### src/rtl/pmu_pkg.sv
package pmu_pkg;
  localparam int unsigned DW      = 32;
  localparam int unsigned AW      = 8;
  localparam int unsigned IDXW    = 5;
  localparam int unsigned CYC_BIT = 31;

  localparam logic [AW-1:0] A_CTRL     = 8'h00;
  localparam logic [AW-1:0] A_SEL      = 8'h01;
  localparam logic [AW-1:0] A_SDAT_CNT = 8'h02;
  localparam logic [AW-1:0] A_SDAT_TYP = 8'h03;
  localparam logic [AW-1:0] A_CYC      = 8'h04;
  localparam logic [AW-1:0] A_CEN_SET  = 8'h08;
  localparam logic [AW-1:0] A_CEN_CLR  = 8'h09;
  localparam logic [AW-1:0] A_IEN_SET  = 8'h0A;
  localparam logic [AW-1:0] A_IEN_CLR  = 8'h0B;
  localparam logic [AW-1:0] A_OVF_SET  = 8'h0C;
  localparam logic [AW-1:0] A_OVF_CLR  = 8'h0D;
  localparam logic [AW-IDXW-1:0] PAGE_CNT = 3'd1;
  localparam logic [AW-IDXW-1:0] PAGE_TYP = 3'd2;

  localparam int unsigned CTRL_EN    = 0;
  localparam int unsigned CTRL_RST   = 1;
  localparam int unsigned CTRL_N_LSB = 11;
  localparam logic [DW-1:0] TYPE_KEEP = 32'h8000_FFFF;

  typedef enum logic [3:0] {
    K_NONE, K_CTRL, K_SEL, K_CYC,
    K_CEN_S, K_CEN_C, K_IEN_S, K_IEN_C, K_OVF_S, K_OVF_C,
    K_CNT, K_TYP
  } kind_e;

  typedef struct packed {
    kind_e           kind;
    logic [IDXW-1:0] idx;
  } dec_t;

  // bitmap of counters in use: event counters below n plus the cycle counter
  function automatic logic [DW-1:0] impl_mask(input logic [IDXW-1:0] n);
    logic [DW-1:0] m;
    m = '0;
    m[CYC_BIT] = 1'b1;
    for (int i = 0; i < int'(CYC_BIT); i++)
      if (i < int'(n)) m[i] = 1'b1;
    return m;
  endfunction

  function automatic logic [DW-1:0] bitmap_next(input logic [DW-1:0] q,
                                                input logic [DW-1:0] setv,
                                                input logic [DW-1:0] clrv,
                                                input logic [DW-1:0] hw,
                                                input logic [DW-1:0] mask);
    return (((q | setv) & ~clrv) | hw) & mask;
  endfunction

  function automatic logic [IDXW-1:0] n_accept(input logic [IDXW-1:0] cur,
                                               input logic [IDXW-1:0] req,
                                               input logic [IDXW-1:0] limit);
    return (req <= limit) ? req : cur;
  endfunction
endpackage

### src/rtl/pmu_addr_decode.sv
module pmu_addr_decode
  import pmu_pkg::*;
(
  input  logic [AW-1:0]   addr_i,
  input  logic [IDXW-1:0] sel_i,
  input  logic [IDXW-1:0] n_i,
  input  logic            wr_i,
  input  logic            rd_i,
  output dec_t            dec_o,
  output logic            idx_ok_o,
  output logic            err_o
);
  always_comb begin
    dec_o.kind = K_NONE;
    dec_o.idx  = '0;
    case (addr_i)
      A_CTRL:     dec_o.kind = K_CTRL;
      A_SEL:      dec_o.kind = K_SEL;
      A_SDAT_CNT: begin dec_o.kind = K_CNT; dec_o.idx = sel_i; end
      A_SDAT_TYP: begin dec_o.kind = K_TYP; dec_o.idx = sel_i; end
      A_CYC:      dec_o.kind = K_CYC;
      A_CEN_SET:  dec_o.kind = K_CEN_S;
      A_CEN_CLR:  dec_o.kind = K_CEN_C;
      A_IEN_SET:  dec_o.kind = K_IEN_S;
      A_IEN_CLR:  dec_o.kind = K_IEN_C;
      A_OVF_SET:  dec_o.kind = K_OVF_S;
      A_OVF_CLR:  dec_o.kind = K_OVF_C;
      default: begin
        if (addr_i[AW-1:IDXW] == PAGE_CNT) begin
          dec_o.kind = K_CNT;
          dec_o.idx  = addr_i[IDXW-1:0];
        end else if (addr_i[AW-1:IDXW] == PAGE_TYP) begin
          dec_o.kind = K_TYP;
          dec_o.idx  = addr_i[IDXW-1:0];
        end
      end
    endcase
  end

  assign idx_ok_o = (dec_o.idx < n_i);
  assign err_o    = (wr_i || rd_i) && (dec_o.kind == K_CNT || dec_o.kind == K_TYP) && !idx_ok_o;
endmodule

### src/rtl/pmu_bitmap_reg.sv
module pmu_bitmap_reg
  import pmu_pkg::*;
(
  input  logic          clk,
  input  logic          rst_n,
  input  logic          set_we_i,
  input  logic          clr_we_i,
  input  logic [DW-1:0] wdata_i,
  input  logic [DW-1:0] hw_set_i,
  input  logic [DW-1:0] mask_i,
  output logic [DW-1:0] q_o
);
  logic [DW-1:0] setv, clrv;
  assign setv = set_we_i ? wdata_i : '0;
  assign clrv = clr_we_i ? wdata_i : '0;

  always_ff @(posedge clk or negedge rst_n) begin
    if (!rst_n) q_o <= '0;
    else        q_o <= bitmap_next(q_o, setv, clrv, hw_set_i, mask_i);
  end
endmodule

### src/rtl/pmu_ctr_slice.sv
module pmu_ctr_slice
  import pmu_pkg::*;
#(
  parameter int unsigned CW = 32
) (
  input  logic          clk,
  input  logic          rst_n,
  input  logic          count_en_i,
  input  logic          clr_all_i,
  input  logic          cnt_we_i,
  input  logic [CW-1:0] cnt_wd_i,
  input  logic          typ_we_i,
  input  logic [DW-1:0] typ_wd_i,
  output logic [CW-1:0] cnt_q_o,
  output logic [DW-1:0] typ_q_o,
  output logic          wrap_o
);
  // clear-all beats a register write, which beats an event
  always_ff @(posedge clk or negedge rst_n) begin
    if (!rst_n)          cnt_q_o <= '0;
    else if (clr_all_i)  cnt_q_o <= '0;
    else if (cnt_we_i)   cnt_q_o <= cnt_wd_i;
    else if (count_en_i) cnt_q_o <= cnt_q_o + 1'b1;
  end

  always_ff @(posedge clk or negedge rst_n) begin
    if (!rst_n)        typ_q_o <= '0;
    else if (typ_we_i) typ_q_o <= typ_wd_i & TYPE_KEEP;
  end

  assign wrap_o = count_en_i && !clr_all_i && !cnt_we_i && (&cnt_q_o);
endmodule

### src/rtl/pmu_counter_bank.sv
module pmu_counter_bank
  import pmu_pkg::*;
#(
  parameter int unsigned HW_CTRS = 6,
  parameter int unsigned CW      = 32
) (
  input  logic               clk,
  input  logic               rst_n,
  input  logic               reg_wr_i,
  input  logic               reg_rd_i,
  input  logic [AW-1:0]      reg_addr_i,
  input  logic [DW-1:0]      reg_wdata_i,
  output logic [DW-1:0]      reg_rdata_o,
  output logic               reg_err_o,
  input  logic [HW_CTRS-1:0] event_i,
  output logic               irq_o
);
  localparam logic [IDXW-1:0] N_LIMIT = IDXW'(HW_CTRS);

  function automatic logic [DW-1:0] widen(input logic [CW-1:0] v);
    logic [DW-1:0] r;
    r = '0;
    r[CW-1:0] = v;
    return r;
  endfunction

  logic            en_q;
  logic [IDXW-1:0] n_q, n_next, sel_q;
  logic [CW-1:0]   cyc_q;
  logic [DW-1:0]   cen_q, ien_q, ovf_q;
  logic [DW-1:0]   impl_mask_q, mask_next, ovf_hw;
  dec_t            dec;
  logic            idx_ok, acc_err, wr_ok;
  logic            ctrl_we, rst_all, cyc_we, cyc_inc, cyc_wrap;
  logic [HW_CTRS-1:0] cnt_we_vec, typ_we_vec, wrap_vec;
  logic            cnt_we_any, typ_we_any, ev_cnt_or;
  logic [CW-1:0]   cnt_q [HW_CTRS];
  logic [DW-1:0]   typ_q [HW_CTRS];
  logic [CW-1:0]   cnt_at;
  logic [DW-1:0]   typ_at;

  pmu_addr_decode u_dec (
    .addr_i(reg_addr_i), .sel_i(sel_q), .n_i(n_q),
    .wr_i(reg_wr_i), .rd_i(reg_rd_i),
    .dec_o(dec), .idx_ok_o(idx_ok), .err_o(acc_err)
  );

  assign wr_ok   = reg_wr_i && !acc_err;
  assign ctrl_we = wr_ok && (dec.kind == K_CTRL);
  assign rst_all = ctrl_we && reg_wdata_i[CTRL_RST];
  assign n_next  = ctrl_we ? n_accept(n_q, reg_wdata_i[CTRL_N_LSB +: IDXW], N_LIMIT) : n_q;
  assign mask_next   = impl_mask(n_next);
  assign impl_mask_q = impl_mask(n_q);

  always_ff @(posedge clk or negedge rst_n) begin
    if (!rst_n) begin
      en_q  <= 1'b0;
      n_q   <= N_LIMIT;
      sel_q <= '0;
    end else begin
      n_q <= n_next;
      if (ctrl_we) en_q <= reg_wdata_i[CTRL_EN];
      if (wr_ok && dec.kind == K_SEL) sel_q <= reg_wdata_i[IDXW-1:0];
    end
  end

  // cycle counter
  assign cyc_we   = wr_ok && (dec.kind == K_CYC);
  assign cyc_inc  = en_q && cen_q[CYC_BIT];
  assign cyc_wrap = cyc_inc && !cyc_we && (&cyc_q);

  always_ff @(posedge clk or negedge rst_n) begin
    if (!rst_n)       cyc_q <= '0;
    else if (cyc_we)  cyc_q <= reg_wdata_i[CW-1:0];
    else if (cyc_inc) cyc_q <= cyc_q + 1'b1;
  end

  // event counters
  for (genvar g = 0; g < HW_CTRS; g++) begin : g_ctr
    assign cnt_we_vec[g] = wr_ok && (dec.kind == K_CNT) && (dec.idx == IDXW'(g));
    assign typ_we_vec[g] = wr_ok && (dec.kind == K_TYP) && (dec.idx == IDXW'(g));
    pmu_ctr_slice #(.CW(CW)) u_slice (
      .clk(clk), .rst_n(rst_n),
      .count_en_i(en_q && cen_q[g] && event_i[g]),
      .clr_all_i(rst_all),
      .cnt_we_i(cnt_we_vec[g]), .cnt_wd_i(reg_wdata_i[CW-1:0]),
      .typ_we_i(typ_we_vec[g]), .typ_wd_i(reg_wdata_i),
      .cnt_q_o(cnt_q[g]), .typ_q_o(typ_q[g]), .wrap_o(wrap_vec[g])
    );
  end

  assign cnt_we_any = |cnt_we_vec;
  assign typ_we_any = |typ_we_vec;

  always_comb begin
    ovf_hw = '0;
    ovf_hw[HW_CTRS-1:0] = wrap_vec;
    ovf_hw[CYC_BIT] = cyc_wrap;
  end

  // bitmaps
  pmu_bitmap_reg u_cen (
    .clk(clk), .rst_n(rst_n),
    .set_we_i(wr_ok && dec.kind == K_CEN_S), .clr_we_i(wr_ok && dec.kind == K_CEN_C),
    .wdata_i(reg_wdata_i), .hw_set_i('0), .mask_i(mask_next), .q_o(cen_q)
  );
  pmu_bitmap_reg u_ien (
    .clk(clk), .rst_n(rst_n),
    .set_we_i(wr_ok && dec.kind == K_IEN_S), .clr_we_i(wr_ok && dec.kind == K_IEN_C),
    .wdata_i(reg_wdata_i), .hw_set_i('0), .mask_i(mask_next), .q_o(ien_q)
  );
  pmu_bitmap_reg u_ovf (
    .clk(clk), .rst_n(rst_n),
    .set_we_i(wr_ok && dec.kind == K_OVF_S), .clr_we_i(wr_ok && dec.kind == K_OVF_C),
    .wdata_i(reg_wdata_i), .hw_set_i(ovf_hw), .mask_i(mask_next), .q_o(ovf_q)
  );

  assign irq_o = |(ovf_q & ien_q);

  // read path
  always_comb begin
    cnt_at    = '0;
    typ_at    = '0;
    ev_cnt_or = 1'b0;
    for (int i = 0; i < int'(HW_CTRS); i++) begin
      if (dec.idx == IDXW'(i)) begin
        cnt_at = cnt_q[i];
        typ_at = typ_q[i];
      end
      ev_cnt_or = ev_cnt_or | (|cnt_q[i]);
    end
  end

  always_comb begin
    reg_rdata_o = '0;
    case (dec.kind)
      K_CTRL: begin
        reg_rdata_o[CTRL_EN] = en_q;
        reg_rdata_o[CTRL_N_LSB +: IDXW] = n_q;
      end
      K_SEL:            reg_rdata_o[IDXW-1:0] = sel_q;
      K_CYC:            reg_rdata_o = widen(cyc_q);
      K_CEN_S, K_CEN_C: reg_rdata_o = cen_q;
      K_IEN_S, K_IEN_C: reg_rdata_o = ien_q;
      K_OVF_S, K_OVF_C: reg_rdata_o = ovf_q;
      K_CNT:            reg_rdata_o = idx_ok ? widen(cnt_at) : '0;
      K_TYP:            reg_rdata_o = idx_ok ? typ_at : '0;
      default:          reg_rdata_o = '0;
    endcase
  end

  assign reg_err_o = acc_err;
endmodule

### config.mk
export PLATFORM = sky130hd
export DESIGN_NAME = pmu_counter_bank
export DESIGN_NICKNAME = d
export VERILOG_FILES = /design/src/rtl/pmu_pkg.sv /design/src/rtl/pmu_addr_decode.sv /design/src/rtl/pmu_bitmap_reg.sv /design/src/rtl/pmu_ctr_slice.sv /design/src/rtl/pmu_counter_bank.sv
export SDC_FILE = /design/constraint.sdc
export NUM_CORES = 1
export LEC_CHECK = 0
export ABC_AREA = 1
export ABC_CLOCK_PERIOD_IN_PS = 4280
export BUFFER_PORTS_ARGS = -buffer_cell sky130_fd_sc_hd__buf_2
export CAP_MARGIN = 20
export CELL_PAD_IN_SITES_DETAIL_PLACEMENT = 0
export CELL_PAD_IN_SITES_GLOBAL_PLACEMENT = 1
export CORE_UTILIZATION = 40
export CTS_BUF_LIST = sky130_fd_sc_hd__clkbuf_4
export DETAILED_ROUTE_END_ITERATION = 8
export PLACE_DENSITY = 0.68
export SYNTH_ARGS = -nofsm -noshare
export SYNTH_HDL_FRONTEND = slang
export SYNTH_HIERARCHICAL = 1
export SYNTH_SLANG_ARGS = --single-unit
### constraint.sdc
create_clock -name clk -period 4.28 [get_ports clk]
set_input_delay 0.428 -clock clk [delete_from_list [all_inputs] [get_ports clk]]
set_output_delay 0.428 -clock clk [all_outputs]
set_load 0.03 [all_outputs]
==> out/qor.yml <==
place:
  gp_congestion: 0.9500
  io_buffers: 83
  hpwlAfterDp_um: 105300
global_route:
  overflow: 0
  groute.usage.overall_pct: 34.50
  first_global_vias: 33633
  grt_pass1_wl_um: 226600
  grt_antenna_before_repair: 14
  grt_start_max_net_pins: 96
synth:
  syn_area_per_cell_um2: 6.452
  synthArstFlopShare_pct: 100.0
  ys_types: 53
  ys_seq_elements: 433
  synth_ff_type: "dfrtp_1"
  synth_cells: 5410
  ys_seq_area_share_pct: 31.05
  syn_area_um2: 34910
  synth.yosys.warnings: 6
  synth_edf_count: 0
drt:
  wl_met2_um: 67520
  highest_layer: "met4"
  ant_nets: 0
  wl_per_cell_um: 22.51
  first_pass_iters: 6
  drcViolationCount: 0
  wl_met1_um: 69150
  routed_wl_um: 155500
  dr.first_iter.drc_count: 3877
  vias: 36601
  viasPerCell: 5.297
  dr_wl_met3_um: 12020
cells_and_area:
  seq_area_um2: 10840
  drive_gt1_share_pct: 15.77
  layout.nets: 5718
  fillers: 9184
  multi_input_area_um2: 20170
  layout_common_cells: "nand2_1, inv_1, nor2_1, dfrtp_1, o21ai_0"
  fin_util_pct: 45.77
  layout_commonest_cell: "nand2_1"
  syn2layout_area_growth_pct: 12.51
hold_path:
  hold_path_depth: 7
  hp-class: "in -> reg"
worst_setup_path:
  setup.worst_path.start: "sel_q[4]"
  worst_ep_required_time_ns: 3.85
  r2r_slack_ns: 0.76
  reg2reg_to: "g_ctr[1].u_slice/cnt_q_o[14]"
  r2r_start: "sel_q[2]"
  cp-end-kind: "output pin"
  startpoint_type: "register"
  arrival_ns: 3.84
  worstRegToRegCells: 18
  critPathMaxFanout: 32
  crit_end: "reg_rdata_o[31]"
  setup.worst_path.class: "reg -> out"
clocking:
  clock_latency_ns: 1.10
  clockBufferDepth: 3
  htree_levels: 4
  cts_inserted_buffers: 143
  clock_sinks: 433
  cts_tree: "built"
  clkSlewWorstSetupHoldPaths_ns: 0.05
  cts_root_buf: "clkbuf_4"
floorplanning:
  io_pins: 84
  die_w_um: 297.4
  dieArea_um2: 88450
  die_h_um: 297.4
  num_rows: 107
  start_util_pct: 40.68
  core_um2: 85820
run:
  drv_cap: 0
power_and_ir_drop:
  total_power_uw: 14980
  ir_drop_mv: 0.2330
  cellLeakagePower_uw: 0.01867
  power.density_nw_per_um2: 381.5
timing:
  slew_headroom_pct: 34.46
  setup-tns-final_ns: 0
  finalCritPeriodShare_pct: 99.78
  setup_viol: 0
  min_period_ns: 4.270
  drv_slew: 0
  timing.fmax_mhz: 234.2
  hold_violations: 0
  tightestPinTransition_ns: 0.9831
  clock_skew_ns: 0.07201
run_status:
  status: "finished, final reports clean"
critical path, cell delays in order (launching register included):
cell and delay [ns]:
dfrtp_1 0.43, nand3_1 0.10, o21ai_0 0.12, buf_4 0.20, nor2_4 0.23, buf_4 0.18, buf_12 0.20, nand4_1 0.25
nand3_2 0.18, o21bai_1 0.10, buf_4 0.17, nand3_1 0.06, nand2_1 0.17, nand2_1 0.13, clkbuf_4 0.20
per-stage QoR:
| step | instance area (um^2) | instances | hold WS, ns | setup WS, ns |
|---|---|---|---|---|
| final | 39270 | 6910 | 0.1228 | 0.009577 |
| after global routing | 39270 | 6907 | 0.06978 | -0.04330 |
| after CTS | 39070 | 6893 | 0.005745 | -0.04430 |
| after detailed placement | 36700 | 6604 | 0.4901 | 0.3432 |
| after global placement | 36700 | 6604 | 0.4838 | 0.4084 |
| after floorplan | 35560 | 5584 | 0.1324 | 0.2580 |
where the power goes:
group	switching, uW	internal [uW]	total [uW]
sequential	1170	4880	6060
combinational	3010	1420	4430
clock	2220	2290	4500
total	6400	8590	15000
cells in the mapped netlist (all sizes together) (43+ instances only):
library cell     n  area, um^2
a21oi          136        1022
buf            223        1496
clkbuf          91       342.8
dfrtp          431       10790
inv            764        2905
mux2           104        1171
nand2         1686        6510
nand3          357        1812
nand4          195        1220
nor2           726        3282
o21ai          398        2033
o21bai          64       480.5
xor2            43       376.6
sequential cells by signal (all words and copies together), names as in the netlist:
register and cells:
en_q 1, u_ovf/q_o 32, cyc_q 32, u_ien/q_o 32, n_q 5, sel_q 5, g_ctr.u_slice/cnt_q_o 192, u_cen/q_o 32
g_ctr.u_slice/typ_q_o 102
logic make-up after synthesis:
group | Yosys count | share of synthesized area, %
compound gates | 692 | 12.19
xor+xnor | 57 | 1.430
fa+ha+maj | 11 | 0.3943
buf+inv | 1078 | 13.59
flops | 433 | 31.05
mux | 110 | 3.527
other cells | 8 | 0.08603
simple gates | 3021 | 37.73
how the worst min path moves through the flow:
| stage | startpoint | end | slack, ns |
|---|---|---|---|
| 2_1_floorplan | rst_n | cyc_q[0] | 0.13 |
| 5_1_grt | event_i[4] | g_ctr[4].u_slice/cnt_q_o[28] | 0.07 |
| 6_report | event_i[3] | g_ctr[3].u_slice/cnt_q_o[28] | 0.12 |
| 4_1_cts | event_i[4] | g_ctr[4].u_slice/cnt_q_o[28] | 0.006 |
| 3_5_place_dp | g_ctr[4].u_slice/typ_q_o[9] | g_ctr[4].u_slice/typ_q_o[9] | 0.49 |
| 3_3_place_gp | g_ctr[4].u_slice/typ_q_o[31] | g_ctr[4].u_slice/typ_q_o[31] | 0.48 |
final cells by class:
cell class	count	area share, %
antenna	10	0.06372
clock buffer	201	3.842
clock inverter	43	0.6722
inverter	764	7.398
multi-input combinational	4074	51.35
sequential	433	27.60
tap	1144	3.645
timing repair buffer	241	5.429
per-layer routing:
metal  up-vias  track usage, %
met2      1615           52.81
li1      17490               -
met5         -               0
met4         0           14.99
met3       310           4.682
met1     17186           48.36
what timing repair did:
item	4_1_cts	5_1_grt
hold buffers	40	0
gates cloned	2	3
endpoints found under the setup margin	32	24
setup buffers	3	4
resized for setup	24	20
pin swaps	2	5
endpoints found under the hold margin	449	0
Power figures use the tool's default switching activity.
